### src/rtl/pgc_route_pkg.sv
package pgc_route_pkg;

   typedef enum logic [1:0] {
      XL_HOST = 2'b00,
      XL_S1   = 2'b01,
      XL_S2   = 2'b10,
      XL_ALL  = 2'b11
   } xlate_e;

   typedef enum logic [1:0] {
      SRC_L1  = 2'b00,
      SRC_MQ  = 2'b01,
      SRC_PF  = 2'b10,
      SRC_RSV = 2'b11
   } src_e;

   localparam int unsigned NDEST = 6;

   // index order is the bit order of the destination vectors
   typedef enum logic [2:0] {
      D_TLB   = 3'd0,
      D_LLPTW = 3'd1,
      D_PTW   = 3'd2,
      D_HPTW  = 3'd3,
      D_S2R   = 3'd4,
      D_MQ    = 3'd5,
      D_DROP  = 3'd6
   } dest_e;

endpackage

### src/rtl/pgc_route_decide.sv
module pgc_route_decide
   import pgc_route_pkg::*;
#(
   parameter int unsigned TAG_W = 27
) (
   input  logic [TAG_W-1:0] req_tag,
   input  logic [1:0]       req_xlate,
   input  logic [1:0]       req_src,
   input  logic             req_is_s2,
   input  logic             lk_leaf_hit,
   input  logic             lk_l2_hit,
   input  logic             rf_valid,
   input  logic [TAG_W-1:0] rf_tag,
   input  logic             llptw_rdy,
   input  logic             ptw_rdy,
   output dest_e            fresh_dest,
   output logic             bypassed
);

   if (TAG_W < 1) begin : g_bad_tag
      $error("pgc_route_decide: TAG_W must be at least 1");
   end

   xlate_e xl;
   src_e   src;
   dest_e  spill;
   logic   refill_same;

   assign xl          = xlate_e'(req_xlate);
   assign src         = src_e'(req_src);
   assign refill_same = rf_valid && (rf_tag == req_tag);

   always_comb begin
      bypassed = !lk_leaf_hit && refill_same;
      spill    = (src == SRC_PF) ? D_DROP : D_MQ;
      if (req_is_s2) begin
         fresh_dest = lk_leaf_hit ? D_S2R : D_HPTW;
      end else if (lk_leaf_hit && xl != XL_ALL) begin
         fresh_dest = D_TLB;
      end else if (lk_leaf_hit) begin
         fresh_dest = (src == SRC_MQ && ptw_rdy) ? D_PTW : spill;
      end else if (bypassed) begin
         fresh_dest = spill;
      end else if (xl == XL_S2) begin
         fresh_dest = D_PTW;
      end else if (lk_l2_hit) begin
         fresh_dest = llptw_rdy ? D_LLPTW : spill;
      end else begin
         fresh_dest = (src == SRC_MQ && ptw_rdy) ? D_PTW : spill;
      end
   end

endmodule

### src/rtl/pgc_route_hold.sv
module pgc_route_hold
   import pgc_route_pkg::*;
#(
   parameter bit LOCK_ON_STALL = 1'b1
) (
   input  logic  clk,
   input  logic  rst_n,
   input  logic  req_valid,
   input  dest_e fresh_dest,
   input  logic  sel_ready,
   output dest_e cur_dest
);

   if (LOCK_ON_STALL) begin : g_lock
      logic  held_q;
      dest_e held_dest_q;

      always_ff @(posedge clk or negedge rst_n) begin
         if (!rst_n) begin
            held_q      <= 1'b0;
            held_dest_q <= D_DROP;
         end else if (req_valid && cur_dest != D_DROP && !sel_ready) begin
            held_q      <= 1'b1;
            held_dest_q <= cur_dest;
         end else begin
            held_q      <= 1'b0;
         end
      end

      assign cur_dest = held_q ? held_dest_q : fresh_dest;
   end else begin : g_free
      assign cur_dest = fresh_dest;
   end

endmodule

### src/rtl/pgc_dest_fanout.sv
module pgc_dest_fanout
   import pgc_route_pkg::*;
#(
   parameter int unsigned N = NDEST
) (
   input  logic         req_valid,
   input  dest_e        cur_dest,
   input  logic [N-1:0] dst_rdy,
   output logic [N-1:0] dst_vld,
   output logic         req_ready,
   output logic         sel_ready
);

   if (N != NDEST) begin : g_bad_n
      $error("pgc_dest_fanout: N must match the destination count");
   end

   for (genvar gi = 0; gi < N; gi++) begin : g_port
      assign dst_vld[gi] = req_valid && (cur_dest == dest_e'(gi));
   end

   always_comb begin
      sel_ready = 1'b1;
      for (int i = 0; i < N; i++) begin
         if (cur_dest == dest_e'(i)) sel_ready = dst_rdy[i];
      end
   end

   assign req_ready = sel_ready;

endmodule

### src/rtl/pgc_miss_router.sv
module pgc_miss_router
   import pgc_route_pkg::*;
#(
   parameter int unsigned TAG_W         = 27,
   parameter int unsigned ID_W          = 1,
   parameter bit          LOCK_ON_STALL = 1'b1
) (
   input  logic             clk,
   input  logic             rst_n,
   input  logic             req_valid,
   output logic             req_ready,
   input  logic [TAG_W-1:0] req_tag,
   input  logic [1:0]       req_xlate,
   input  logic [1:0]       req_src,
   input  logic             req_is_s2,
   input  logic [ID_W-1:0]  req_s2_id,
   input  logic             lk_leaf_hit,
   input  logic             lk_l2_hit,
   input  logic             rf_valid,
   input  logic [TAG_W-1:0] rf_tag,
   output logic             tlb_valid,
   input  logic             tlb_ready,
   output logic             llptw_valid,
   input  logic             llptw_ready,
   output logic             ptw_valid,
   input  logic             ptw_ready,
   output logic             hptw_valid,
   input  logic             hptw_ready,
   output logic             s2r_valid,
   input  logic             s2r_ready,
   output logic             mq_valid,
   input  logic             mq_ready,
   output logic [TAG_W-1:0] out_tag,
   output logic [ID_W-1:0]  out_s2_id,
   output logic             out_bypassed
);

   if (ID_W < 1) begin : g_bad_id
      $error("pgc_miss_router: ID_W must be at least 1");
   end

   dest_e            fresh_dest;
   dest_e            cur_dest;
   logic             sel_ready;
   logic [NDEST-1:0] dst_rdy;
   logic [NDEST-1:0] dst_vld;

   assign dst_rdy = {mq_ready, s2r_ready, hptw_ready, ptw_ready, llptw_ready, tlb_ready};

   pgc_route_decide #(.TAG_W(TAG_W)) decide_i (
      .req_tag     (req_tag),
      .req_xlate   (req_xlate),
      .req_src     (req_src),
      .req_is_s2   (req_is_s2),
      .lk_leaf_hit (lk_leaf_hit),
      .lk_l2_hit   (lk_l2_hit),
      .rf_valid    (rf_valid),
      .rf_tag      (rf_tag),
      .llptw_rdy   (llptw_ready),
      .ptw_rdy     (ptw_ready),
      .fresh_dest  (fresh_dest),
      .bypassed    (out_bypassed)
   );

   pgc_route_hold #(.LOCK_ON_STALL(LOCK_ON_STALL)) hold_i (
      .clk        (clk),
      .rst_n      (rst_n),
      .req_valid  (req_valid),
      .fresh_dest (fresh_dest),
      .sel_ready  (sel_ready),
      .cur_dest   (cur_dest)
   );

   pgc_dest_fanout #(.N(NDEST)) fanout_i (
      .req_valid (req_valid),
      .cur_dest  (cur_dest),
      .dst_rdy   (dst_rdy),
      .dst_vld   (dst_vld),
      .req_ready (req_ready),
      .sel_ready (sel_ready)
   );

   assign tlb_valid   = dst_vld[D_TLB];
   assign llptw_valid = dst_vld[D_LLPTW];
   assign ptw_valid   = dst_vld[D_PTW];
   assign hptw_valid  = dst_vld[D_HPTW];
   assign s2r_valid   = dst_vld[D_S2R];
   assign mq_valid    = dst_vld[D_MQ];
   assign out_tag     = req_tag;
   assign out_s2_id   = req_s2_id;

endmodule

### config.mk
export PLATFORM = sky130hd
export DESIGN_NAME = pgc_miss_router
export DESIGN_NICKNAME = d
export VERILOG_FILES = /design/src/rtl/pgc_route_pkg.sv /design/src/rtl/pgc_route_decide.sv /design/src/rtl/pgc_route_hold.sv /design/src/rtl/pgc_dest_fanout.sv /design/src/rtl/pgc_miss_router.sv
export SDC_FILE = /design/constraint.sdc
export NUM_CORES = 1
export LEC_CHECK = 0
export CAP_MARGIN = 5
export CORE_UTILIZATION = 32
export CTS_BUF_LIST = sky130_fd_sc_hd__clkbuf_4 sky130_fd_sc_hd__clkbuf_8 sky130_fd_sc_hd__clkbuf_16
export DETAILED_ROUTE_END_ITERATION = 10
export DONT_BUFFER_PORTS = 1
export MAX_ROUTING_LAYER = met4
export SLEW_MARGIN = 30
export SYNTH_ARGS = -nofsm -noshare
export SYNTH_HDL_FRONTEND = slang
export SYNTH_SLANG_ARGS = --single-unit
export TNS_END_PERCENT = 10
### constraint.sdc
create_clock -name clk -period 5.3 [get_ports clk]
set_clock_uncertainty 0.15 [all_clocks]
set_input_delay 1.06 -clock clk [delete_from_list [all_inputs] [get_ports clk]]
set_output_delay 1.06 -clock clk [all_outputs]
set_load 0.02 [all_outputs]
==> flow_summary.ini <==
[status]
outcome = finished, final reports clean

[setup_path]
critPathRequiredTime_ps = 4090
path_class = in2out
path_delay_family = compound AO/OA/AOI/OAI gates
cp_slowest_cell = nor3b_1
cp_max_fo = 4
arrival_ps = 2960
crit_chain = and3b_1 -> o21a_1 -> a211oi_1 -> o21ai_1 -> a31oi_1 -> nor2_1 -> nor3b_1
max_stage_delay_ps = 610
critPathBufInv = 0
worstReg2RegEnd = hold_i.g_lock.held_dest_q[0]$_DFFE_PN0P_
r2r_cells = 8
r2r_slack_ps = 2560
end_kind = output port
crit_path_start_kind = primary input
rr_startpoint = hold_i.g_lock.held_q$_DFF_PN0_

[logic_synthesis]
synth_cell_type_count = 51
yosysWarningCount = 0
synth-seq-cells = 4
synth.area.top_cells = xor2_1 (19%), buf_4 (17%), nor4_4 (5.0%)
mappedNetlistNets = 227
synth_cells = 155
synth_area_per_cell_um2 = 8.17
synth-edff-count = 0
synth-main-ff-cell = dfstp_2
synthesis.area_mm2 = 0.00127
synth_top_area_cell = xor2_1
synth_seq_area_share_pct = 8.10
async_flop_share_pct = 100
synth_top_area_share_pct = 18.7

[sta]
max_freq_mhz = 240
fin_crit_sh_pct = 78.8
finalHoldViolations = 0
tns_ps = 0
setup_ws_ps = 1130
report.final.slew_viol_count = 0
post-route-min-period_ps = 4170
finalSetupViolations = 0
rsz0062_at_grt = false
maxSlewHeadroom_pct = 51.5
worstMarginPinSlew_ps = 723

[finish]
final_cell_mix = xor2_1 (27), nand2_1 (11), nor4_1 (8)
n_fill_cell = 400
drive_above_1_share_pct = 16.9
final_common_cell = xor2_1
syn2layout_area_growth_pct = -8.89
layout.nets = 204
regArea_um2 = 103
diodes = 0
multi_input_area_um2 = 925
layoutNonFillerInstCount = 178

[placement]
dp_cells = 175
port_buffers = 0
dp_hpwl_um = 2500
post-place-ws_ps = 1130
gp_congestion = 0.856

[pwr]
peakVddDrop_uv = 80.9
p_per_area_mw_per_mm2 = 291
combPwrFrac_pct = 59.5
p_clk_share_pct = 18.3
cell_internal_pwr_w = 0.000179
swShare_pct = 46.7
p_leak_nw = 0.400
power_frac_seq_pct = 22.2
power_switching_w = 0.000157

[hold_path]
whs_path_depth = 1
min_to = hold_i.g_lock.held_dest_q[2]$_DFFE_PN1P_
hold_path_class = reg2reg
min_from = hold_i.g_lock.held_dest_q[2]$_DFFE_PN1P_

[routing]
routedWlPerCell_um = 16.4
viasPerCell = 5.96
initialDrtViolationCount = 49
postRouteAntennaNets = 0
drt-total-wl_um = 2920
drt-pass1-iter-count = 4
route.detailed.drc = 0
via_count = 1061

[floorplanning]
design.core.area_mm2 = 0.00372
std_cell_rows = 22
start_util_pct = 34.1
dieArea_mm2 = 0.00421
io_pins = 108
die-width_um = 64.9
die_h_um = 64.9

[global_route]
grt_usage_pct = 13.4
grt_antenna_before_repair = 0
grt_pass1_wl_um = 4420
grt_max_degree = 13
grt_remaining_overflow = 0
grt_pass1_vias = 1022

[clocking]
clkLatencyLatePin_ps = 210
clock_sinks = 4
cts.path.max_buffers = 2
cts-root-buf = clkbuf_8
htreeDepth = 1
cts_buffers = 3
clkTransAtPathRegs_ps = 30
cts_tree = done
post_cts_buffers = 0
cts_resized = 0
hold_buffers = 0

[run]
max_cap_viol_count = 0
-- per-stage QoR --
stage	hold WS [ps]	utilization [%]	power (W)	instance area, µm²
after global placement	334	29.9	0.000270	1110
after detailed placement	332	29.9	0.000272	1110
after CTS	334	31.0	0.000336	1150
final	333	31.0	0.000336	1150
after floorplan	313	-	0.000272	1270
after global routing	351	31.0	0.000357	1150
-- metal layers --
metal	global-route usage [%]	vias to the layer above	share of wire [%]
met3	1.58	6	9.1
met2	24.1	65	51
met1	15.1	499	39
met4	5.00	0	1.6
li1	-	491	-
met5	-	-	0
-- kinds of logic (layout without fill, tap and decap cells) --
kind of cell | after synthesis | in the layout | share of synthesized area, %
compound gates | 31 | 31 | 19.3
mux | 1 | 1 | 1.19
simple gates | 59 | 59 | 33.9
flops | 4 | 4 | 8.10
buf+inv | 33 | 8 | 18.9
xor+xnor | 27 | 27 | 18.7
-- layout make-up --
cell class	instances	area share, %
multi-input cells	118	80.2
flip-flops and latches	4	8.89
well taps	48	5.21
clock buffers	3	3.58
inverters	4	1.52
repair buffers	1	0.651
-- synthesized netlist by cell type, drive strengths merged, types with 3 or more instances --
cell / number
buf: 29
inv: 4
nor3: 5
o21ai: 5
nor2b: 4
nand4: 3
nand2: 11
nor2: 8
a21oi: 5
xor2: 27
nand3: 4
nor4: 12
nand2b: 3
-- state kept, by name, indices dropped and copies added (netlist names) --
register and flops:
hold_i.g_lock.held_dest_q 3, hold_i.g_lock.held_q 1
-- how the worst max path moves through the flow --
stage | from | endpoint | slack, ps | cells past startpoint
final | ptw_ready | llptw_valid | 1130 | 7
after global routing | ptw_ready | llptw_valid | 930 | 7
after CTS | ptw_ready | llptw_valid | 1130 | 7
after detailed placement | ptw_ready | llptw_valid | 1130 | 7
after global placement | ptw_ready | llptw_valid | 1190 | 7
after floorplan | req_tag[12] | mq_valid | 1260 | 6
-- power groups by stage --
stage               Clock [W]  Combinational [W]  Sequential, W
floorplan                   0           0.000211      0.0000604
finish              0.0000615           0.000200      0.0000745
global placement            0           0.000196      0.0000741
detailed placement          0           0.000198      0.0000744
global route        0.0000644           0.000215      0.0000777
CTS                 0.0000634           0.000199      0.0000741
No activity file was read; power rests on OpenSTA's default activity.
